$ cat src/rtl/bus_seq_pkg.sv
package bus_seq_pkg;
  localparam int BYTE_W = 8;
  localparam int ADDR_W = 2 * BYTE_W;

  typedef enum logic [1:0] {
    CYC_IDLE  = 2'd0,
    CYC_FETCH = 2'd1,
    CYC_DRD   = 2'd2,
    CYC_DWR   = 2'd3
  } cyc_kind_e;

  typedef struct packed {
    cyc_kind_e         kind;
    logic              ext_fetch;
    logic              ale_en;
    logic [BYTE_W-1:0] hi;
    logic [BYTE_W-1:0] lo;
    logic [BYTE_W-1:0] wdat;
  } cyc_desc_t;
endpackage

$ cat src/rtl/bus_phase_ctr.sv
module bus_phase_ctr #(
  parameter int STATES = 12,
  parameter int PH_W   = $clog2(STATES)
) (
  input  logic            clk_i,
  input  logic            rst_ni,
  output logic [PH_W-1:0] phase_o,
  output logic            last_o
);
  localparam logic [PH_W-1:0] LAST = PH_W'(STATES - 1);

  assign last_o = (phase_o == LAST);

  always_ff @(posedge clk_i or negedge rst_ni) begin
    if (!rst_ni)     phase_o <= '0;
    else if (last_o) phase_o <= '0;
    else             phase_o <= phase_o + 1'b1;
  end


  phase_wrap_chk: assert property (@(posedge clk_i) disable iff (!rst_ni)
    (phase_o == LAST) |=> (phase_o == '0));

  phase_step_chk: assert property (@(posedge clk_i) disable iff (!rst_ni)
    (phase_o != LAST) |=> (phase_o == $past(phase_o) + 1'b1));
endmodule

$ cat src/rtl/bus_cycle_latch.sv
module bus_cycle_latch
  import bus_seq_pkg::*;
#(
  parameter logic [ADDR_W-1:0] INT_TOP = 16'h0FFF
) (
  input  logic              clk_i,
  input  logic              rst_ni,
  input  logic              load_i,
  input  logic [1:0]        kind_i,
  input  logic [ADDR_W-1:0] code_addr_i,
  input  logic [BYTE_W-1:0] data_lo_i,
  input  logic [BYTE_W-1:0] dptr_hi_i,
  input  logic [BYTE_W-1:0] p2_reg_i,
  input  logic [BYTE_W-1:0] wdata_i,
  input  logic              use_dptr_i,
  input  logic              ale_dis_i,
  input  logic              ext_acc_ni,
  output cyc_desc_t         desc_o
);
  cyc_kind_e kind;
  logic      is_data, ext_fetch;
  cyc_desc_t nxt;

  assign kind      = cyc_kind_e'(kind_i);
  assign is_data   = (kind == CYC_DRD) || (kind == CYC_DWR);
  assign ext_fetch = (kind == CYC_FETCH) && (!ext_acc_ni || (code_addr_i > INT_TOP));

  always_comb begin
    nxt.kind      = kind;
    nxt.ext_fetch = ext_fetch;
    // disable bit is overridden when every fetch goes external
    nxt.ale_en    = ext_fetch || is_data || !ale_dis_i || !ext_acc_ni;
    nxt.wdat      = wdata_i;
    if (ext_fetch) begin
      nxt.hi = code_addr_i[ADDR_W-1:BYTE_W];
      nxt.lo = code_addr_i[BYTE_W-1:0];
    end else begin
      nxt.hi = (is_data && use_dptr_i) ? dptr_hi_i : p2_reg_i;
      nxt.lo = data_lo_i;
    end
  end

  always_ff @(posedge clk_i or negedge rst_ni) begin
    if (!rst_ni) begin
      desc_o.kind      <= CYC_IDLE;
      desc_o.ext_fetch <= 1'b0;
      desc_o.ale_en    <= 1'b1;
      desc_o.hi        <= '1;
      desc_o.lo        <= '0;
      desc_o.wdat      <= '0;
    end else if (load_i) begin
      desc_o <= nxt;
    end
  end


  ext_all_fetch_chk: assert property (@(posedge clk_i) disable iff (!rst_ni)
    (load_i && kind_i == 2'd1 && !ext_acc_ni) |=> desc_o.ext_fetch);

  low_fetch_int_chk: assert property (@(posedge clk_i) disable iff (!rst_ni)
    (load_i && ext_acc_ni && code_addr_i <= INT_TOP) |=> !desc_o.ext_fetch);
endmodule

$ cat src/rtl/bus_strobe_decode.sv
module bus_strobe_decode
  import bus_seq_pkg::*;
#(
  parameter int STATES  = 12,
  parameter int ALE_LEN = 2,
  parameter int PH_W    = $clog2(STATES)
) (
  input  logic              clk_i,
  input  logic              rst_ni,
  input  logic [PH_W-1:0]   phase_i,
  input  cyc_desc_t         desc_i,
  output logic              ale_o,
  output logic              psen_no,
  output logic              rd_no,
  output logic              wr_no,
  output logic [BYTE_W-1:0] p2_o,
  output logic [BYTE_W-1:0] p0_o,
  output logic              p0_oe_o
);
  localparam int HALF = STATES / 2;
  localparam logic [PH_W-1:0] HALF_P  = PH_W'(HALF);
  localparam logic [PH_W-1:0] ALE_P   = PH_W'(ALE_LEN);
  localparam logic [PH_W-1:0] STRB0_P = PH_W'(ALE_LEN + 1);
  localparam logic [PH_W-1:0] DEND_P  = PH_W'(ALE_LEN + HALF);
  localparam logic [PH_W-1:0] WHOLD_P = PH_W'(ALE_LEN + HALF + 1);

  logic [PH_W-1:0] sub;
  logic is_data, in_dstrb, addr_ph, wdrv;

  assign sub      = (phase_i >= HALF_P) ? phase_i - HALF_P : phase_i;
  assign is_data  = (desc_i.kind == CYC_DRD) || (desc_i.kind == CYC_DWR);
  assign in_dstrb = (phase_i >= STRB0_P) && (phase_i <= DEND_P);
  assign addr_ph  = desc_i.ext_fetch ? (sub <= ALE_P) : (is_data && phase_i <= ALE_P);
  assign wdrv     = (desc_i.kind == CYC_DWR) && (phase_i >= STRB0_P) && (phase_i <= WHOLD_P);

  // data cycles keep only the first pulse
  assign ale_o   = is_data ? (phase_i < ALE_P) : (desc_i.ale_en && sub < ALE_P);
  assign psen_no = !(desc_i.ext_fetch && sub >= STRB0_P);
  assign rd_no   = !((desc_i.kind == CYC_DRD) && in_dstrb);
  assign wr_no   = !((desc_i.kind == CYC_DWR) && in_dstrb);
  assign p2_o    = desc_i.hi;
  assign p0_oe_o = addr_ph || wdrv;
  assign p0_o    = addr_ph ? desc_i.lo : (wdrv ? desc_i.wdat : '0);


  data_ale_chk: assert property (@(posedge clk_i) disable iff (!rst_ni)
    (!rd_no || !wr_no) |-> !ale_o);

  psen_excl_chk: assert property (@(posedge clk_i) disable iff (!rst_ni)
    !psen_no |-> (rd_no && wr_no));

  rd_wr_excl_chk: assert property (@(posedge clk_i) disable iff (!rst_ni)
    !(!rd_no && !wr_no));

  psen_float_chk: assert property (@(posedge clk_i) disable iff (!rst_ni)
    !psen_no |-> !p0_oe_o);

  rd_float_chk: assert property (@(posedge clk_i) disable iff (!rst_ni)
    !rd_no |-> !p0_oe_o);
endmodule

$ cat src/rtl/ext_bus_seq.sv
module ext_bus_seq
  import bus_seq_pkg::*;
#(
  parameter int                STATES  = 12,
  parameter int                ALE_LEN = 2,
  parameter logic [ADDR_W-1:0] INT_TOP = 16'h0FFF,
  parameter int                PH_W    = $clog2(STATES)
) (
  input  logic              clk_i,
  input  logic              rst_ni,
  input  logic [1:0]        cyc_kind_i,
  input  logic [ADDR_W-1:0] code_addr_i,
  input  logic [BYTE_W-1:0] data_lo_i,
  input  logic [BYTE_W-1:0] dptr_hi_i,
  input  logic [BYTE_W-1:0] p2_reg_i,
  input  logic [BYTE_W-1:0] wdata_i,
  input  logic              use_dptr_i,
  input  logic              ale_dis_i,
  input  logic              ext_acc_ni,
  output logic [PH_W-1:0]   phase_o,
  output logic              ale_o,
  output logic              psen_no,
  output logic              rd_no,
  output logic              wr_no,
  output logic [BYTE_W-1:0] p2_o,
  output logic [BYTE_W-1:0] p0_o,
  output logic              p0_oe_o
);
  logic      last;
  cyc_desc_t desc;

  bus_phase_ctr #(.STATES(STATES), .PH_W(PH_W)) i_ctr (
    .clk_i, .rst_ni, .phase_o, .last_o(last)
  );

  bus_cycle_latch #(.INT_TOP(INT_TOP)) i_latch (
    .clk_i, .rst_ni, .load_i(last), .kind_i(cyc_kind_i), .code_addr_i,
    .data_lo_i, .dptr_hi_i, .p2_reg_i, .wdata_i, .use_dptr_i,
    .ale_dis_i, .ext_acc_ni, .desc_o(desc)
  );

  bus_strobe_decode #(.STATES(STATES), .ALE_LEN(ALE_LEN), .PH_W(PH_W)) i_dec (
    .clk_i, .rst_ni, .phase_i(phase_o), .desc_i(desc), .ale_o, .psen_no,
    .rd_no, .wr_no, .p2_o, .p0_o, .p0_oe_o
  );
endmodule

$ cat config.mk
export PLATFORM = sky130hd
export DESIGN_NAME = ext_bus_seq
export DESIGN_NICKNAME = d
export VERILOG_FILES = /design/src/rtl/bus_seq_pkg.sv /design/src/rtl/bus_phase_ctr.sv /design/src/rtl/bus_cycle_latch.sv /design/src/rtl/bus_strobe_decode.sv /design/src/rtl/ext_bus_seq.sv
export SDC_FILE = /design/constraint.sdc
export NUM_CORES = 1
export LEC_CHECK = 0
export ABC_CLOCK_PERIOD_IN_PS = 4100
export CAP_MARGIN = 20
export CORE_ASPECT_RATIO = 1.2
export CORE_MARGIN = 4
export CORE_UTILIZATION = 45
export DETAILED_ROUTE_END_ITERATION = 10
export HOLD_SLACK_MARGIN = 0.05
export PLACE_DENSITY = 0.89
export SETUP_SLACK_MARGIN = 0.3
export SLEW_MARGIN = 20
export SYNTH_ARGS = -nofsm -noshare
export SYNTH_HDL_FRONTEND = slang
export SYNTH_HIERARCHICAL = 1
export SYNTH_SLANG_ARGS = --single-unit
$ cat constraint.sdc
create_clock -name clk_i -period 4.1 [get_ports clk_i]
set_input_delay 0.82 -clock clk_i [delete_from_list [all_inputs] [get_ports clk_i]]
set_output_delay 0.82 -clock clk_i [all_outputs]
set_load 0.005 [all_outputs]
* After elaboration in Yosys (flattened, before gate mapping)
Cells that the tools add are included.
Word-level totals: bits in registers 32, bits in latches 0, RAM bits 0, memory bits (read-only) 0, input port bits 55, output and inout port bits 25, logic and storage cells 55, memories 0
Operators by class: add/sub/neg operators 2, $mul 0, div/mod/pow operators 0, magnitude comparators 10, eq/ne operators 6, shift operators 0, muxes and demuxes 8, bitwise operators 0, reductions and logical operators 22
Operators by type and width (count):
- two-way mux 8 bit | 3
- > comparator 16 x 12 -> 1 bit (second input constant) | 1
- two-way mux 16 bit | 1
- logical AND 1 bit | 10
- equality test 2 bit (second input constant) | 4
- >= comparator 4 x 2 -> 1 bit (second input constant) | 2
- <= comparator 4 x 2 -> 1 bit (second input constant) | 2
- <= comparator 4 bit (second input constant) | 2
- < comparator 4 x 2 -> 1 bit (second input constant) | 2
- two-way mux 4 bit | 2
- logical OR 1 bit | 7
- zero test 1 bit | 5
- adder 4 x 1 -> 4 bit (second input constant) | 1
- equality test 4 bit (second input constant) | 1
- >= comparator 4 x 3 -> 1 bit (second input constant) | 1
- subtractor 4 x 3 -> 4 bit (second input constant) | 1
- equality test 2 x 1 -> 1 bit (second input constant) | 1
- two-way mux 1 bit | 2

* Depth between registers and ports, before layout
depth after elaboration 6, gate-level depth with buffers 7, gate-level depth less buffers 6

* By module
The synthesis kept the hierarchy.
By module, submodules not included:
- bus_cycle_latch | times used 1, cells each 127, area an instance 1326.3 um2, sequential area each 711.9 um2
- bus_strobe_decode | times used 1, cells each 72, area an instance 514.2 um2, sequential area each 0.0 um2
- bus_phase_ctr | times used 1, cells each 14, area an instance 180.2 um2, sequential area each 100.1 um2

* Worst setup path before layout
Ideal clock, no wire load.
path kind flip-flop to output port, start point reg i_ctr.phase_o[2], end point out p0_oe_o, data arrival time 2.115 ns, required time 3.280 ns, setup slack 1.165 ns, cell stages (with the launch flop) 7, path buffers 0, cell sequence dfrtp_1 -> inv_1 -> ha_1 -> or4b_1 -> o2111a_2 -> o21ba_4 -> or3_1
On the way: cells in the longest elaborated chain, start to end 5, elaborated cells on any way between the ends 12, classes of those cells add/sub (1); order compare (5); mux (2); reduce/logical (4)
Ends and longest elaborated chain:
- from (decl) | line bus_phase_ctr.sv:7 | output logic [PH_W-1:0] phase_o,
- from (signal assigned) | line bus_phase_ctr.sv:17 | else phase_o <= phase_o + 1'b1;
- subtractor 4 x 3 -> 4 bit / >= comparator 4 x 3 -> 1 bit (equally long branches) | line bus_strobe_decode.sv:30 | assign sub = (phase_i >= HALF_P) ? phase_i - HALF_P : phase_i;
- two-way mux 4 bit | line bus_strobe_decode.sv:30
- <= comparator 4 x 2 -> 1 bit | line bus_strobe_decode.sv:33 | assign addr_ph = desc_i.ext_fetch ? (sub <= ALE_P) : (is_data && phase_i <= ALE_P);
- two-way mux 1 bit | line bus_strobe_decode.sv:33
- logical OR 1 bit * | line bus_strobe_decode.sv:42 | assign p0_oe_o = addr_ph || wdrv;
- to (decl) | line ext_bus_seq.sv:27 | output logic p0_oe_o
Mark *: on every way between the ends. The rest lies on a longest branch, timed or not.

* Final worst setup path
start point reg i_ctr.phase_o[1], end point out p0_o[1]
On the way: cells in the longest elaborated chain, start to end 5, elaborated cells on any way between the ends 13, classes of those cells add/sub (1); order compare (5); mux (4); reduce/logical (3)
Ends and longest elaborated chain:
- subtractor 4 x 3 -> 4 bit (tied with other cells) | line bus_strobe_decode.sv:30
- two-way mux 4 bit / logical AND 1 bit (equally long branches) | line bus_strobe_decode.sv:30, bus_strobe_decode.sv:34
- <= comparator 4 x 2 -> 1 bit / logical AND 1 bit (equally long branches) | line bus_strobe_decode.sv:33, bus_strobe_decode.sv:34
- two-way mux 1 bit / two-way mux 8 bit (equally long branches) | line bus_strobe_decode.sv:33, bus_strobe_decode.sv:43
- two-way mux 8 bit * | line bus_strobe_decode.sv:43 | assign p0_o = addr_ph ? desc_i.lo : (wdrv ? desc_i.wdat : '0);
- to (decl) | line ext_bus_seq.sv:26 | output logic [BYTE_W-1:0] p0_o,
Marked as above.

==> reports/metrics.yaml <==
detailed_routing:
  num_vias: 1908
  routed_via_density: 5.56
  drtIter0Drc: 74
  wl_per_cell_um: 15.8
  firstDrtPassIters: 4
  drtAntennaViolNets: 0
  drc: 0
  wirelength_um: 5420
critical_path:
  critPathArrivalTime_ps: 2930
  worst_setup_path_start_kind: "register"
  cp_max_fo: 9
  critPathCaptureType: "primary output"
  required_ps: 3280
  crit_type: "reg2out"
synthesis:
  ys_seq_area_frac: 0.402
  synth-seq-cells: 32
  yosysTopAreaCell: "dfrtp_1"
  synth.top_cell.area_share: 0.285
  yosysWarnings: 6
  synth_area_leaders: "dfrtp_1 28%, dfstp_2 12%, mux2_2 6.1%, mux2i_1 4.5%, o21ai_0 4.2%"
  ys_async_sr_fraction: 1.00
  synth.distinct_cells: 45
  synth_cells: 213
  syn_area_per_cell_um2: 9.49
  synth_edf_count: 0
  netlist_area_um2: 2020
  syn-num-nets: 271
  synthFlopType: "dfrtp_1"
floorplan:
  ios: 80
  dieArea_um2: 5630
  chipHeight_um: 81.4
  core_area_um2: 4290
  die_w_um: 69.2
  num_rows: 26
  start_util: 0.471
clocking:
  cts_tree: "done"
  numCtsBuffers: 5
  clock-sinks: 32
  clk_path_buf_depth: 2
  h-tree-depth: 2
  clock-root-buffer: "clkbuf_8"
  clkLatencyLatePin_ps: 290
  clkTransAtPathRegs_ps: 60
  postCtsHoldBufs: 0
min_path:
  hold_path.class: "reg2reg"
placed_design:
  gp_congestion: 0.826
  dp_worst_setup_slack_ps: 573
  dp_hpwl_um: 3830
  portBuffers: 79
pwr:
  seqPwrFrac: 0.455
  p_int_mw: 0.595
  p_per_area_nw_per_um2: 267
  ir_drop_v: 0.000262
  pwr-share-comb: 0.200
  clock_power_share: 0.344
  swShare: 0.235
  p_leak_nw: 1.19
  switching_power_mw: 0.183
  power_mw: 0.778
layout:
  layout_commonest_cell: "clkdlybuf4s50_1"
  drive_gt1_frac: 0.185
  postLayoutCoreUtil: 0.677
  final_cell_mix: "79 x clkdlybuf4s50_1, 21 x dfrtp_1, 17 x o21ai_0"
  num-nets-final: 344
  area_growth_pct: 44.0
  nFillCells: 343
  num_antenna_cells: 0
global_route:
  grt_pass1_wl_um: 8400
  antenna_found_initial: 0
  grt_pass1_vias: 1821
  grt_max_degree: 33
  grt_usage: 0.189
  grt-ovfl-total: 0
timing:
  finalMaxSlewViolations: 0
  rsz0062_at_grt: "false"
  tns_ps: 0
  max_freq_mhz: 267
  worst_slew_pin_slew_ps: 1070
  setup_violations: 0
  hold_ws_ps: 475
  clock-skew-final_ps: 6.50
  min_period_ps: 3750
  hold_violations: 0
  slew_headroom: 0.285
  finalWorstSetupSlack_ps: 355
  period_share: 0.913
run:
  drv_cap: 0
run_status:
  status: "finished, final reports clean"
[final cells by class]
class                      instances  area (um2)  share of cell area
timing repair buffer              88         856               0.294
tap                               56        70.1              0.0241
multi-input combinational        149        1030               0.354
sequential                        32         815               0.280
inverter                          10        37.5              0.0129
clock buffer                       8         100              0.0344
[power groups by stage]
stage / combinational [mW] / clock, mW / sequential (mW)
after floorplan: 0.0675 / 0 / 0.355
after global placement: 0.152 / 0 / 0.359
after detailed placement: 0.155 / 0 / 0.360
after CTS: 0.157 / 0.272 / 0.354
after global routing: 0.169 / 0.291 / 0.357
final: 0.156 / 0.268 / 0.354
[metal layers]
metal / global-route usage / vias up / share of wire
li1: - / 910 / -
met2: 0.358 / 56 / 0.55
met5: 0 / - / 0
met3: 0.0470 / 15 / 0.041
met1: 0.206 / 927 / 0.39
met4: 0.0664 / 0 / 0.022
[synthesized netlist by cell type, drive strengths merged, types with 2 or more instances]
master	count
o22ai	8
a21oi	11
o21ai	18
inv	10
nand3	16
o311ai	8
or2b	2
nand4b	2
mux2	12
clkbuf	7
or2	2
dfstp	9
nor2	14
buf	15
mux2i	9
nor2b	2
and3	7
nand2b	2
ha	3
nand2	14
or4b	2
dfrtp	23
a211oi	3
nand3b	2
or3	2
[worst paths after layout]
kind | start | end | slack, ps | cells past startpoint
min in group asynchronous | rst_ni | i_latch/desc_o[8] | 930 | 2
max in group asynchronous | rst_ni | i_latch/desc_o[16] | 2840 | 2
worst max-delay path | i_ctr/phase_o[1] | p0_o[1] | 350 | 6
worst min register to register | i_latch/desc_o[16] | i_latch/desc_o[16] | 470 | 2
worst min-delay path | i_latch/desc_o[16] | i_latch/desc_o[16] | 470 | 2
worst max register to register | i_ctr/phase_o[0] | i_latch/desc_o[24] | 1550 | 5
[kinds of logic after synthesis]
group | after synthesis | synth area share
compound gates | 55 | 0.187
fa+ha+maj | 3 | 0.0186
buf+inv | 32 | 0.0929
flops | 32 | 0.402
mux | 21 | 0.113
simple gates | 70 | 0.186
[critical path: stages (launching register included)]
cell	delay (ps)
dfrtp_2	450
ha_1	320
or4b_1	510
o2111a_2	250
o311ai_0	420
o21ai_0	200
clkdlybuf4s50_1	490
[sequential cells by signal (all words and copies together) (netlist names)]
register        flops
i_latch/desc_o     28
i_ctr/phase_o       4
[per-stage QoR]
stage	area [um2]	cells
5_1_grt	2910	343
6_report	2910	343
4_1_cts	2850	336
2_1_floorplan	2020	213
3_5_place_dp	2750	328
3_3_place_gp	2750	328
[timing repair]
item	4_1_cts	5_1_grt
pin swaps	0	0
gates resized for setup	2	3
setup buffers	0	7
setup endpoints to repair	9	9
No activity file was read; power rests on OpenSTA's default activity.
